`config.mk`:
```
export PLATFORM = sky130hd
export DESIGN_NAME = rtc_sram_slave
export DESIGN_NICKNAME = d
export VERILOG_FILES = /design/src/rtl/rtc_sram_pkg.sv /design/src/rtl/rtc_serial_frame.sv /design/src/rtl/rtc_time_core.sv /design/src/rtl/rtc_reg_bank.sv /design/src/rtl/rtc_sram_slave.sv
export SDC_FILE = /design/constraint.sdc
export NUM_CORES = 1
export LEC_CHECK = 0
export BUFFER_PORTS_ARGS = -buffer_cell sky130_fd_sc_hd__buf_2
export CAP_MARGIN = 20
export CORE_MARGIN = 1
export CORE_UTILIZATION = 60
export DETAILED_ROUTE_END_ITERATION = 6
export GPL_TIMING_DRIVEN = 0
export HOLD_SLACK_MARGIN = 0.15
export PLACE_DENSITY = 0.77
export SYNTH_ARGS = -nofsm -noshare
export SYNTH_HDL_FRONTEND = slang
export SYNTH_SLANG_ARGS = --single-unit
```
`constraint.sdc`:
```
create_clock -name clk -period 5.3 [get_ports clk]
set_input_delay 0.795 -clock clk [delete_from_list [all_inputs] [get_ports clk]]
set_output_delay 0.795 -clock clk [all_outputs]
set_load 0.02 [all_outputs]
```
`src/rtl/rtc_sram_pkg.sv`:
```
package rtc_sram_pkg;

  localparam int ADDR_W = 24;

  localparam logic [ADDR_W-1:0] A_COUNTER = 24'h200000;
  localparam logic [ADDR_W-1:0] A_SRAM0   = 24'h200001;
  localparam logic [ADDR_W-1:0] A_SNAP    = 24'h204000;
  localparam logic [ADDR_W-1:0] A_ON_TMR  = 24'h210000;
  localparam logic [ADDR_W-1:0] A_OFF_TMR = 24'h210001;
  localparam logic [ADDR_W-1:0] A_TEST0   = 24'h210004;
  localparam logic [ADDR_W-1:0] A_CTRL0   = 24'h21000C;
  localparam logic [ADDR_W-1:0] A_CTRL1   = 24'h21000D;
  localparam int TEST_WORDS   = 4;
  localparam int UNSTABLE_BIT = 11;
  localparam int LOWBAT_BIT   = 9;

  typedef enum logic [3:0] {
    RG_NONE, RG_COUNT, RG_SRAM, RG_SNAP, RG_ON, RG_OFF, RG_TEST, RG_CTRL0, RG_CTRL1
  } region_t;

  typedef enum logic [1:0] {FS_CMD, FS_DATA, FS_DONE} fstate_t;

  function automatic region_t decode_addr(input logic [ADDR_W-1:0] a,
                                          input logic [ADDR_W-1:0] sram_words);
    region_t r;
    r = RG_NONE;
    if (a == A_COUNTER)                                  r = RG_COUNT;
    else if (a >= A_SRAM0 && a < A_SRAM0 + sram_words)   r = RG_SRAM;
    else if (a == A_SNAP)                                r = RG_SNAP;
    else if (a == A_ON_TMR)                              r = RG_ON;
    else if (a == A_OFF_TMR)                             r = RG_OFF;
    else if (a >= A_TEST0 && a < A_TEST0 + ADDR_W'(TEST_WORDS)) r = RG_TEST;
    else if (a == A_CTRL0)                               r = RG_CTRL0;
    else if (a == A_CTRL1)                               r = RG_CTRL1;
    return r;
  endfunction

endpackage

```
`src/rtl/rtc_serial_frame.sv`:
```
module rtc_serial_frame
  import rtc_sram_pkg::*;
#(
  parameter int WORD_W = 32
) (
  input  logic              clk,
  input  logic              rst_n,
  input  logic              sel,
  input  logic              sdi_valid,
  input  logic              sdi,
  output logic              sdo,
  input  logic [WORD_W-1:0] rd_data,
  output logic              rd_stb,
  output logic              wr_stb,
  output logic [ADDR_W-1:0] addr,
  output logic [WORD_W-1:0] wr_data
);
  localparam int CNT_W  = $clog2(WORD_W);
  localparam int AFLD_W = ADDR_W - 1;

  fstate_t           st_q;
  logic [CNT_W-1:0]  bitcnt_q;
  logic [WORD_W-1:0] sh_q;
  logic [WORD_W-1:0] out_q;
  logic [ADDR_W-1:0] addr_q;
  logic              wr_q;

  logic              step, last;
  logic [WORD_W-1:0] word_nxt;
  logic [ADDR_W-1:0] addr_nxt;
  logic              is_wr_nxt;

  always_comb begin
    step      = sel && sdi_valid;
    last      = (bitcnt_q == CNT_W'(WORD_W - 1));
    word_nxt  = {sh_q[WORD_W-2:0], sdi};
    is_wr_nxt = word_nxt[WORD_W-1];
    addr_nxt  = {1'b0, word_nxt[WORD_W-2 -: AFLD_W]};
    addr      = (st_q == FS_CMD) ? addr_nxt : addr_q;
    rd_stb    = step && (st_q == FS_CMD) && last && !is_wr_nxt;
    wr_stb    = step && (st_q == FS_DATA) && last && wr_q;
    wr_data   = word_nxt;
    sdo       = (st_q == FS_DATA) ? out_q[WORD_W-1] : 1'b0;
  end

  always_ff @(posedge clk or negedge rst_n) begin
    if (!rst_n) begin
      st_q     <= FS_CMD;
      bitcnt_q <= '0;
      sh_q     <= '0;
      out_q    <= '0;
      addr_q   <= '0;
      wr_q     <= 1'b0;
    end else if (!sel) begin
      st_q     <= FS_CMD;
      bitcnt_q <= '0;
      sh_q     <= '0;
      out_q    <= '0;
    end else if (sdi_valid) begin
      unique case (st_q)
        FS_CMD: begin
          sh_q     <= word_nxt;
          bitcnt_q <= bitcnt_q + CNT_W'(1);
          if (last) begin
            st_q   <= FS_DATA;
            wr_q   <= is_wr_nxt;
            addr_q <= addr_nxt;
            out_q  <= is_wr_nxt ? '0 : rd_data;
          end
        end
        FS_DATA: begin
          sh_q     <= word_nxt;
          out_q    <= {out_q[WORD_W-2:0], 1'b0};
          bitcnt_q <= bitcnt_q + CNT_W'(1);
          if (last) st_q <= FS_DONE;
        end
        default: ;
      endcase
    end
  end

  AST_ABORT_TO_CMD: assert property (@(posedge clk) disable iff (!rst_n)
    !sel |=> (st_q == FS_CMD) && (bitcnt_q == '0));
  AST_DONE_STAYS: assert property (@(posedge clk) disable iff (!rst_n)
    (st_q == FS_DONE) && sel |=> (st_q == FS_DONE));
  AST_SDO_QUIET: assert property (@(posedge clk) disable iff (!rst_n)
    (st_q != FS_DATA) |-> !sdo);

endmodule

```
`src/rtl/rtc_time_core.sv`:
```
module rtc_time_core
  import rtc_sram_pkg::*;
#(
  parameter int WORD_W = 32
) (
  input  logic              clk,
  input  logic              rst_n,
  input  logic              tick,
  input  logic              cnt_wr,
  input  logic              snap_wr,
  input  logic              ctrl0_rd,
  input  logic [WORD_W-1:0] wr_data,
  input  logic              pwr_fail,
  input  logic              low_batt,
  output logic [WORD_W-1:0] count,
  output logic [WORD_W-1:0] snap,
  output logic [WORD_W-1:0] ctrl0
);
  logic [WORD_W-1:0] cnt_q, snap_q;
  logic              unst_q;

  always_ff @(posedge clk or negedge rst_n) begin
    if (!rst_n) begin
      cnt_q  <= '0;
      snap_q <= '0;
      unst_q <= 1'b0;
    end else begin
      if (cnt_wr)    cnt_q <= wr_data;
      else if (tick) cnt_q <= cnt_q + WORD_W'(1);
      if (snap_wr)   snap_q <= cnt_q;
      unst_q <= pwr_fail | (unst_q & ~ctrl0_rd);
    end
  end

  always_comb begin
    ctrl0               = '0;
    ctrl0[UNSTABLE_BIT] = unst_q;
    ctrl0[LOWBAT_BIT]   = low_batt;
    count               = cnt_q;
    snap                = snap_q;
  end

  AST_TICK_INC: assert property (@(posedge clk) disable iff (!rst_n)
    tick && !cnt_wr |=> cnt_q == $past(cnt_q) + WORD_W'(1));
  AST_CNT_HOLD: assert property (@(posedge clk) disable iff (!rst_n)
    !tick && !cnt_wr |=> $stable(cnt_q));
  AST_SNAP_HOLD: assert property (@(posedge clk) disable iff (!rst_n)
    !snap_wr |=> $stable(snap_q));
  AST_FLAG_SET: assert property (@(posedge clk) disable iff (!rst_n)
    pwr_fail |=> unst_q);
  AST_FLAG_STICKY: assert property (@(posedge clk) disable iff (!rst_n)
    unst_q && !ctrl0_rd |=> unst_q);

endmodule

```
`src/rtl/rtc_reg_bank.sv`:
```
module rtc_reg_bank
  import rtc_sram_pkg::*;
#(
  parameter int WORD_W     = 32,
  parameter int SRAM_WORDS = 16
) (
  input  logic              clk,
  input  logic              rst_n,
  input  logic [ADDR_W-1:0] addr,
  input  logic              rd_stb,
  input  logic              wr_stb,
  input  logic [WORD_W-1:0] wr_data,
  input  logic [WORD_W-1:0] count,
  input  logic [WORD_W-1:0] snap,
  input  logic [WORD_W-1:0] ctrl0,
  output logic [WORD_W-1:0] rd_data,
  output logic              cnt_wr,
  output logic              snap_wr,
  output logic              ctrl0_rd
);
  localparam int IDX_W = (SRAM_WORDS > 1) ? $clog2(SRAM_WORDS) : 1;

  region_t           rg;
  logic [IDX_W-1:0]  idx;
  logic [WORD_W-1:0] sram_rd [SRAM_WORDS];
  logic [WORD_W-1:0] on_q, off_q, ctrl1_q;

  always_comb begin
    rg       = decode_addr(addr, ADDR_W'(SRAM_WORDS));
    idx      = IDX_W'(addr - A_SRAM0);
    cnt_wr   = wr_stb && (rg == RG_COUNT);
    snap_wr  = wr_stb && (rg == RG_SNAP);
    ctrl0_rd = rd_stb && (rg == RG_CTRL0);
  end

  for (genvar g = 0; g < SRAM_WORDS; g++) begin : g_sram
    logic [WORD_W-1:0] word_q;
    always_ff @(posedge clk or negedge rst_n) begin
      if (!rst_n) word_q <= '0;
      else if (wr_stb && (rg == RG_SRAM) && (idx == IDX_W'(g))) word_q <= wr_data;
    end
    assign sram_rd[g] = word_q;
  end

  always_ff @(posedge clk or negedge rst_n) begin
    if (!rst_n) begin
      on_q    <= '0;
      off_q   <= '0;
      ctrl1_q <= '0;
    end else if (wr_stb) begin
      if (rg == RG_ON)    on_q    <= wr_data;
      if (rg == RG_OFF)   off_q   <= wr_data;
      if (rg == RG_CTRL1) ctrl1_q <= wr_data;
    end
  end

  always_comb begin
    unique case (rg)
      RG_COUNT: rd_data = count;
      RG_SRAM:  rd_data = sram_rd[idx];
      RG_SNAP:  rd_data = snap;
      RG_ON:    rd_data = on_q;
      RG_OFF:   rd_data = off_q;
      RG_CTRL0: rd_data = ctrl0;
      RG_CTRL1: rd_data = ctrl1_q;
      default:  rd_data = '0;
    endcase
  end

  AST_CTRL1_HOLD: assert property (@(posedge clk) disable iff (!rst_n)
    !(wr_stb && addr == A_CTRL1) |=> $stable(ctrl1_q));
  AST_ON_HOLD: assert property (@(posedge clk) disable iff (!rst_n)
    !(wr_stb && addr == A_ON_TMR) |=> $stable(on_q));
  AST_NONE_READS_ZERO: assert property (@(posedge clk) disable iff (!rst_n)
    (rg == RG_NONE || rg == RG_TEST) |-> rd_data == '0);

endmodule

```
`src/rtl/rtc_sram_slave.sv`:
```
module rtc_sram_slave
  import rtc_sram_pkg::*;
#(
  parameter int WORD_W     = 32,
  parameter int SRAM_WORDS = 16
) (
  input  logic clk,
  input  logic rst_n,
  input  logic sel,
  input  logic sdi_valid,
  input  logic sdi,
  output logic sdo,
  input  logic tick,
  input  logic pwr_fail,
  input  logic low_batt
);
  logic [WORD_W-1:0] rd_data, wr_data, count, snap, ctrl0;
  logic [ADDR_W-1:0] addr;
  logic              rd_stb, wr_stb, cnt_wr, snap_wr, ctrl0_rd;

  rtc_serial_frame #(.WORD_W(WORD_W)) u_frame (
    .clk(clk), .rst_n(rst_n), .sel(sel), .sdi_valid(sdi_valid), .sdi(sdi),
    .sdo(sdo), .rd_data(rd_data), .rd_stb(rd_stb), .wr_stb(wr_stb),
    .addr(addr), .wr_data(wr_data)
  );

  rtc_time_core #(.WORD_W(WORD_W)) u_time (
    .clk(clk), .rst_n(rst_n), .tick(tick), .cnt_wr(cnt_wr), .snap_wr(snap_wr),
    .ctrl0_rd(ctrl0_rd), .wr_data(wr_data), .pwr_fail(pwr_fail),
    .low_batt(low_batt), .count(count), .snap(snap), .ctrl0(ctrl0)
  );

  rtc_reg_bank #(.WORD_W(WORD_W), .SRAM_WORDS(SRAM_WORDS)) u_bank (
    .clk(clk), .rst_n(rst_n), .addr(addr), .rd_stb(rd_stb), .wr_stb(wr_stb),
    .wr_data(wr_data), .count(count), .snap(snap), .ctrl0(ctrl0),
    .rd_data(rd_data), .cnt_wr(cnt_wr), .snap_wr(snap_wr), .ctrl0_rd(ctrl0_rd)
  );

endmodule

```
==> out/metrics.csv, run 1 <==
stage;metric;value;unit
synthesis;register area share after synthesis;53.7;%
synthesis;ys flop type;dfrtp_1;
global_routing;vias in the first global route;24600;
routing;drt drc;0;
pwr;static leakage;18.8;nW
synthesis;leading area contributor after synthesis;dfrtp_1;
sta;Tmin final;5.18;ns
synthesis;Area contributors post-synth;dfrtp_1 (54%), mux2_2 (16%), mux4_2 (8.1%), mux2_1 (5.0%), a22o_1 (2.0%);
sta;normalized max-slew margin;30.6;%
pwr;IR drop worst, VDD;268;uV
pwr;Seq pwr share;51.1;%
pwr;total design power;11.6;mW
pwr;P_sw;2.53;mW
global_routing;first-pass GRT wire length;151;mm
critical_path;WS Path Type;flip-flop to flip-flop;
place;Port-buffer cells;7;
job;max-cap viol count;0;
synthesis;Post-Syn Nets;2593;
global_routing;GRT overflow;0;
place;dpl cells;3368;
pwr;Internal;9.07;mW
synthesis;distinct cell type count after synthesis;56;
critical_path;CP arrival;5.68;ns
floorplanning;I/O pins;9;
clocking;Clock Pin Slew Worst Setup and Hold Paths;0.06;ns
routing;via/cell ratio;6.66;
floorplanning;Placeable Area;0.0589;sq mm
critical_path;Critical Path Source Type;flip-flop;
pwr;combinational share of power;2.1;%
cells_and_area;fill cell count;4030;
routing;met3 WL;7.34;mm
floorplanning;die height;246;um
pwr;PwrDens;293;mW/mm^2
routing;met2 WL;46.8;mm
routing;Total Wirelength;97.7;mm
routing;Highest Signal Layer;met5;
synthesis;post-synthesis area per instance;13.9;sq um
outcome;outcome;completed;
cells_and_area;most common cell after layout, fill and taps aside;dfrtp_1;
critical_path;Crit. End Element;flip-flop;
clocking;Clock Path Buffers;3;
clocking;root buffer cell;clkbuf_16;
pwr;Net Sw Frac;21.8;%
routing;DR WL/cell;27.8;um
synthesis;YS warnings;0;
place;DP Area;0.0370;sq mm
critical_path;Crit Reg-Reg Startpoint;u_frame.st_q[1]$_DFFE_PN0P_;
routing;Detail Route Antenna Nets;0;
critical_path;R2R Setup Slk;0.12;ns
routing;routed metal-1 wire length;39.8;mm
synthesis;share of the synthesized area in the top cell type;53.7;%
routing;DR vias;23400;
sta;final setup vio count;0;
pwr;proportion of power drawn by the clock network;46.8;%
cells_and_area;filler-free cell count of the finished design;3511;
sta;Worst-Margin Slew;1.04;ns
sta;final worst setup slack;0.123;ns
synthesis;Post-Syn Instances;2577;
global_routing;GRT Overall Usage;33.4;%
clocking;H-tree depth;3;
sta;Final Hold Vio Count;0;
global_routing;largest net degree at the start of global routing;134;
sta;Max Freq;0.193;GHz
place;post-DP HPWL;68.1;mm
routing;violation count after the first detailed-routing iteration;2325;
synthesis;Mapped Area;0.0358;sq mm
sta;final period utilization;97.7;%
clocking;CTS tree;yes;
clocking;Sink Count;767;
floorplanning;num rows;89;
synthesis;#FFs+latches synth;767;
cells_and_area;most frequent cells in the layout;dfrtp_1 (767), mux2_2 (495), clkbuf_1 (170);
floorplanning;die area;0.0606;sq mm
synthesis;asr flop ratio synth;100;%
floorplanning;Initial Util;60.7;%
cells_and_area;Final #Nets;2696;
sta;RSZ-0062 raised after global routing;no;
sta;Setup TNS;0;ns
critical_path;worst path required time;5.80;ns
place;placer congestion estimate;0.943;
critical_path;Reg2Reg Depth;14;
critical_path;FF-to-FF End;u_bank.g_sram[6].word_q[16]$_DFFE_PN0P_;
cells_and_area;share of post-route cells with drive strength above 1;31.7;%
global_routing;initial antenna violation count;1;
cells_and_area;Syn-to-layout area delta;10.8;%
sta;worst-case hold slack;0.174;ns
worst_hold_path;Worst Hold Class;input pin to asynchronous set/reset pin;
critical_path;crit path from;u_frame.st_q[1]$_DFFE_PN0P_;
routing;drt first pass iters;5;
cells_and_area;Finished Core Util;67.2;%
place;pre-CTS setup slack;-0.829;ns
critical_path;Max Fanout on Critical Path;11;
clocking;Inserted Clock Buffers;79;
clocking;Clk Latency, worst-skew pair;0.63;ns
sta;clock skew;0.0189;ns
sta;Pins Over Slew Limit;0;
floorplanning;Die W;246;um
cells_and_area;post-route cell area;0.0396;sq mm
synthesis;EDFF count, synth;0;
[power by group through the flow]
stage | clock network [mW] | logic, mW | registers (mW)
after floorplan | 0 | 0.0851 | 6.02
after global placement | 0 | 0.224 | 6.03
after detailed placement | 0 | 0.252 | 6.03
after CTS | 5.46 | 0.253 | 5.92
after global routing | 5.71 | 0.285 | 5.93
final | 5.43 | 0.247 | 5.92
[worst max-delay path by stage]
stage                                          endpoint  slack (ns)  cells past startpoint
2_1_floorplan  u_bank.g_sram[13].word_q[21]$_DFFE_PN0P_        0.98                     15
3_3_place_gp    u_bank.g_sram[14].word_q[6]$_DFFE_PN0P_      -11.89                      1
3_5_place_dp              u_frame.out_q[17]$_DFFE_PN0P_       -0.83                     14
4_1_cts        u_bank.g_sram[12].word_q[25]$_DFFE_PN0P_        0.05                     14
5_1_grt        u_bank.g_sram[14].word_q[16]$_DFFE_PN0P_        0.03                     14
6_report        u_bank.g_sram[6].word_q[16]$_DFFE_PN0P_        0.12                     14
[synth_stat cells (all sizes together), types with 2 or more instances]
library cell  count
and3             42
nand4            45
and4b             2
dfrtp           767
o21ai            76
nor2b             4
mux2            654
buf              79
a22o             83
nor4b             2
a22oi            41
o22ai             3
xnor2            20
clkbuf          165
xor2             18
ha                8
nor4             21
a2bb2oi           6
nor3              9
a21o              2
or4               9
mux2i             5
a221oi            3
and2              9
a211oi           27
nand2           147
and4              6
nand3            67
mux4            128
nand2b            2
inv               8
nor2             24
o31ai             6
and3b             2
or2               2
a21boi           35
a31oi             2
a21oi            38
[worst max-delay path: stages, from the launching register on]
cell and delay, ns:
dfrtp_1 0.46, buf_2 0.23, or2_2 0.28, buf_4 0.19, mux2_2 0.45, buf_2 0.34, clkbuf_4 0.40, ha_1 0.34
nor2b_1 0.21, a41oi_2 0.20, or3_4 0.46, buf_6 0.20, nor4_4 0.40, buf_2 0.46, mux2_2 0.39
[layer usage]
| metal | vias up | GRT usage, % |
|---|---|---|
| li1 | 9747 | - |
| met1 | 12500 | 45.3 |
| met2 | 921 | 53.0 |
| met3 | 240 | 6.98 |
| met4 | 2 | 13.2 |
| met5 | - | 0 |
[what timing repair did]
item	4_1_cts	5_1_grt
setup endpoints to repair	569	229
gates resized for setup	11	20
hold buffers	0	0
setup buffers	0	1
pin swaps	0	1
[flip-flops by register name, indices dropped and copies added, names as in the netlist]
signal	cells
u_bank.g_sram.word_q	512
u_bank.ctrl1_q	32
u_bank.off_q	32
u_bank.on_q	32
u_frame.out_q	32
u_time.count	32
u_time.snap	32
u_frame.sh_q	31
u_frame.addr_q	23
u_frame.bitcnt_q	5
u_frame.st_q	2
u_frame.wr_q	1
u_time.unst_q	1
[layout make-up]
class	count	area, sq um	share of cell area [%]
inverter	9	35.0	0.0884
sequential	767	19200	48.5
buffer	243	1250	3.16
multi-input combinational	1557	15300	38.6
antenna	2	5.00	0.0126
timing repair buffer	23	377	0.951
tap	773	967	2.44
clock inverter	21	155	0.392
clock buffer	116	2330	5.88
[logic make-up (layout without fill, tap and decap cells)]
group           count (synthesis)  in the layout  share of synthesized area (%)
compound gates                329            329                           6.47
xor+xnor                       38             38                          0.931
fa+ha+maj                       8              8                          0.280
buf+inv                       253            412                           3.55
flops                         767            767                           53.7
mux                           787            787                           28.8
other cells                     0              2                              0
simple gates                  395            395                           6.28
No activity file was read; power rests on OpenSTA's default activity.
==> run 2: changes to the inputs <==
--- a/config.mk
+++ b/config.mk
@@ -10,3 +10,3 @@
 export CORE_MARGIN = 1
-export CORE_UTILIZATION = 60
+export CORE_UTILIZATION = 58
 export DETAILED_ROUTE_END_ITERATION = 6
@@ -14,3 +14,4 @@
 export HOLD_SLACK_MARGIN = 0.15
-export PLACE_DENSITY = 0.77
+export PLACE_DENSITY = 0.78
+export SLEW_MARGIN = 20
 export SYNTH_ARGS = -nofsm -noshare
==> constraint.sdc (replaced) <==
create_clock -name clk -period 4.5 [get_ports clk]
set_input_delay 0.9 -clock clk [delete_from_list [all_inputs] [get_ports clk]]
set_output_delay 0.9 -clock clk [all_outputs]
set_load 0.02 [all_outputs]
==> run 2 against run 1 <==
- sequential power rose by 18%
- critical path depth grew 1
- first-iteration DRC count decreased by 13%
- global-route usage shrank 1.3 points
- cell area rose by 1.7%
- total power rose by 25%
==> out/metrics.csv, run 2 (synthesis results as in run 1) <==
stage;metric;value;unit;change
floorplanning;Die W;250;um;+1.7%
sta;Setup TNS;0;ns;unchanged
critical_path;Crit-path slowest cell;dfrtp_1;;
outcome;outcome;completed;;
routing;via/cell ratio;6.58;;-1.3%
sta;RSZ-0062 raised after global routing;no;;
clocking;Clock Path Buffers;3;;unchanged
global_routing;vias in the first global route;24700;;+0.097%
cells_and_area;most frequent cells in the layout;dfrtp_1 (767), mux2_2 (494), clkbuf_1 (161);;
worst_hold_path;Worst Hold Class;flip-flop to flip-flop;;
routing;drt first pass iters;7;;+2
place;Port-buffer cells;7;;unchanged
critical_path;worst stage delay on the critical path;0.46;ns;about the same
critical_path;Crit. End Element;flip-flop;;
critical_path;Max Fanout on Critical Path;11;;unchanged
global_routing;initial antenna violation count;0;;-1
sta;Worst-Margin Slew;0.998;ns;-0.0429 ns
floorplanning;I/O pins;9;;unchanged
clocking;Sink Count;767;;unchanged
cells_and_area;Finished Core Util;66.5;%;-0.76 points
cells_and_area;Syn-to-layout area delta;12.7;%;
clocking;Clock Pin Slew Worst Setup and Hold Paths;0.06;ns;about the same
pwr;PwrDens;359;mW/mm^2;+23%
critical_path;critical path's most frequent cell;buf_6;;
critical_path;CP arrival;4.90;ns;-0.78 ns
global_routing;first-pass GRT wire length;151;mm;+0.31%
place;DP Area;0.0370;sq mm;about the same
cells_and_area;register name with the most flops;u_bank.g_sram.word_q;;
clocking;CTS tree;yes;;
sta;Pins Over Slew Limit;0;;unchanged
floorplanning;die height;250;um;+1.7%
place;placer congestion estimate;0.944;;about the same
routing;drt drc;0;;unchanged
critical_path;WS Path Type;flip-flop to flip-flop;;
pwr;static leakage;19.2;nW;+1.8%
global_routing;GRT overflow;0;;unchanged
place;post-DP HPWL;67.8;mm;-0.52%
sta;Tmin final;4.40;ns;-0.776 ns
global_routing;GRT Overall Usage;32.1;%;-1.3 points
job;max-cap viol count;0;;unchanged
clocking;root buffer cell;clkbuf_16;;
floorplanning;num rows;90;;+1.1%
routing;Total Wirelength;98.2;mm;+0.53%
global_routing;largest net degree at the start of global routing;112;;-16%
routing;DR vias;23400;;-0.017%
sta;worst-case hold slack;0.481;ns;+0.308 ns
cells_and_area;post-route cell area;0.0403;sq mm;+1.7%
floorplanning;Initial Util;59.0;%;-1.7 points
critical_path;WP buf/inv;7;;+1
critical_path;CP top delay family;buffers and inverters;;
routing;violation count after the first detailed-routing iteration;2027;;-13%
clocking;H-tree depth;3;;unchanged
routing;Detail Route Antenna Nets;0;;unchanged
cells_and_area;most common cell after layout, fill and taps aside;dfrtp_1;;
sta;final worst setup slack;0.0993;ns;-0.0241 ns
critical_path;Critical Path Source Type;flip-flop;;
cells_and_area;fill cell count;4222;;+4.8%
sta;Final Hold Vio Count;0;;unchanged
sta;clock skew;0.0311;ns;+0.0122 ns
cells_and_area;Largest register FFs;512;;unchanged
sta;final setup vio count;0;;unchanged
critical_path;critical path, cell by cell;buf_2 -> or2_2 -> buf_4 -> mux2_4 -> buf_6 -> buf_12 -> ha_2 -> nor2b_1 -> a41oi_2 -> or3_4 -> buf_6 -> nor4_4 -> buf_4 -> buf_6 -> mux2_2;;
floorplanning;Placeable Area;0.0606;sq mm;+2.8%
sta;final period utilization;97.8;%;+0.12 points
floorplanning;die area;0.0626;sq mm;+3.4%
cells_and_area;share of post-route cells with drive strength above 1;33.4;%;+1.8 points
critical_path;worst path required time;5.00;ns;-0.80 ns
place;pre-CTS setup slack;-1.71;ns;-0.880 ns
pwr;IR drop worst, VDD;349;uV;+30%
cells_and_area;Final #Nets;2723;;+1.0%
sta;Max Freq;0.227;GHz;+18%
routing;DR WL/cell;27.6;um;-0.74%
clocking;Clk Latency, worst-skew pair;0.63;ns;about the same
clocking;Inserted Clock Buffers;81;;+2.5%
sta;normalized max-slew margin;33.5;%;+2.9 points
-- run 2: layout make-up --
class / instances / area [sq um] / share of cell area, %
sequential: 767 / 19200 / 47.6
multi-input combinational: 1557 / 15300 / 38.1
clock buffer: 118 / 2380 / 5.90
buffer: 242 / 1330 / 3.30
tap: 782 / 978 / 2.43
timing repair buffer: 49 / 523 / 1.30
clock inverter: 30 / 493 / 1.22
inverter: 9 / 36.3 / 0.0901
antenna: 2 / 5.00 / 0.0124
-- run 2: timing repair --
action / CTS / global route
hold buffers: 1 / 0
hold endpoints to repair: 28 / 0
endpoints found under the setup margin: 700 / 466
pin swaps: 15 / 0
resized for setup: 58 / 11
buffers inserted: 30 / 2
-- run 2: power by group --
part | internal [mW] | switching, mW
logic | 0.0732 | 0.223
clock network | 4.42 | 2.78
registers | 6.93 | 0.0471
total | 11.4 | 3.05
-- run 2: path summary, 6_finish.rpt --
path,end,start,slack (ns),cells past startpoint
setup reg to reg,u_bank.g_sram[12].word_q[21]$_DFFE_PN0P_,u_frame.st_q[1]$_DFFE_PN0P_,0.1,15
setup / recovery,u_bank.g_sram[12].word_q[21]$_DFFE_PN0P_,u_frame.st_q[1]$_DFFE_PN0P_,0.1,15
hold reg to reg,u_bank.off_q[24]$_DFFE_PN0P_,u_bank.off_q[24]$_DFFE_PN0P_,0.48,2
hold / removal,u_bank.off_q[24]$_DFFE_PN0P_,u_bank.off_q[24]$_DFFE_PN0P_,0.48,2
min in group asynchronous,u_bank.off_q[26]$_DFFE_PN0P_,rst_n,0.73,2
max in group asynchronous,u_bank.g_sram[15].word_q[4]$_DFFE_PN0P_,rst_n,1.51,6
-- run 2: routing by layer --
layer | GRT usage (%) | part of all wire (%) | vias to the layer above
met2 | 50.7 | 47 | 958
met5 | 0 | 0 | -
li1 | - | - | 9820
met1 | 43.1 | 41 | 12400
met4 | 13.0 | 3.8 | 0
met3 | 7.38 | 8.3 | 232
-- run 2: worst register-to-register path, delay by kind of cell, from the launching register on --
kind	cells	cell delay [ns]
buf+inv	7	1.43
fa+ha+maj	1	0.26
simple gates	4	1.26
mux	2	0.66
flops	1	0.46
compound gates	1	0.19
-- run 2: per-stage QoR --
stage          std cells  total power, mW
2_1_floorplan       2577             7.19
3_3_place_gp        3366             7.37
3_5_place_dp        3375             7.40
4_1_cts             3552             14.5
5_1_grt             3554             14.8
6_report            3556             14.5
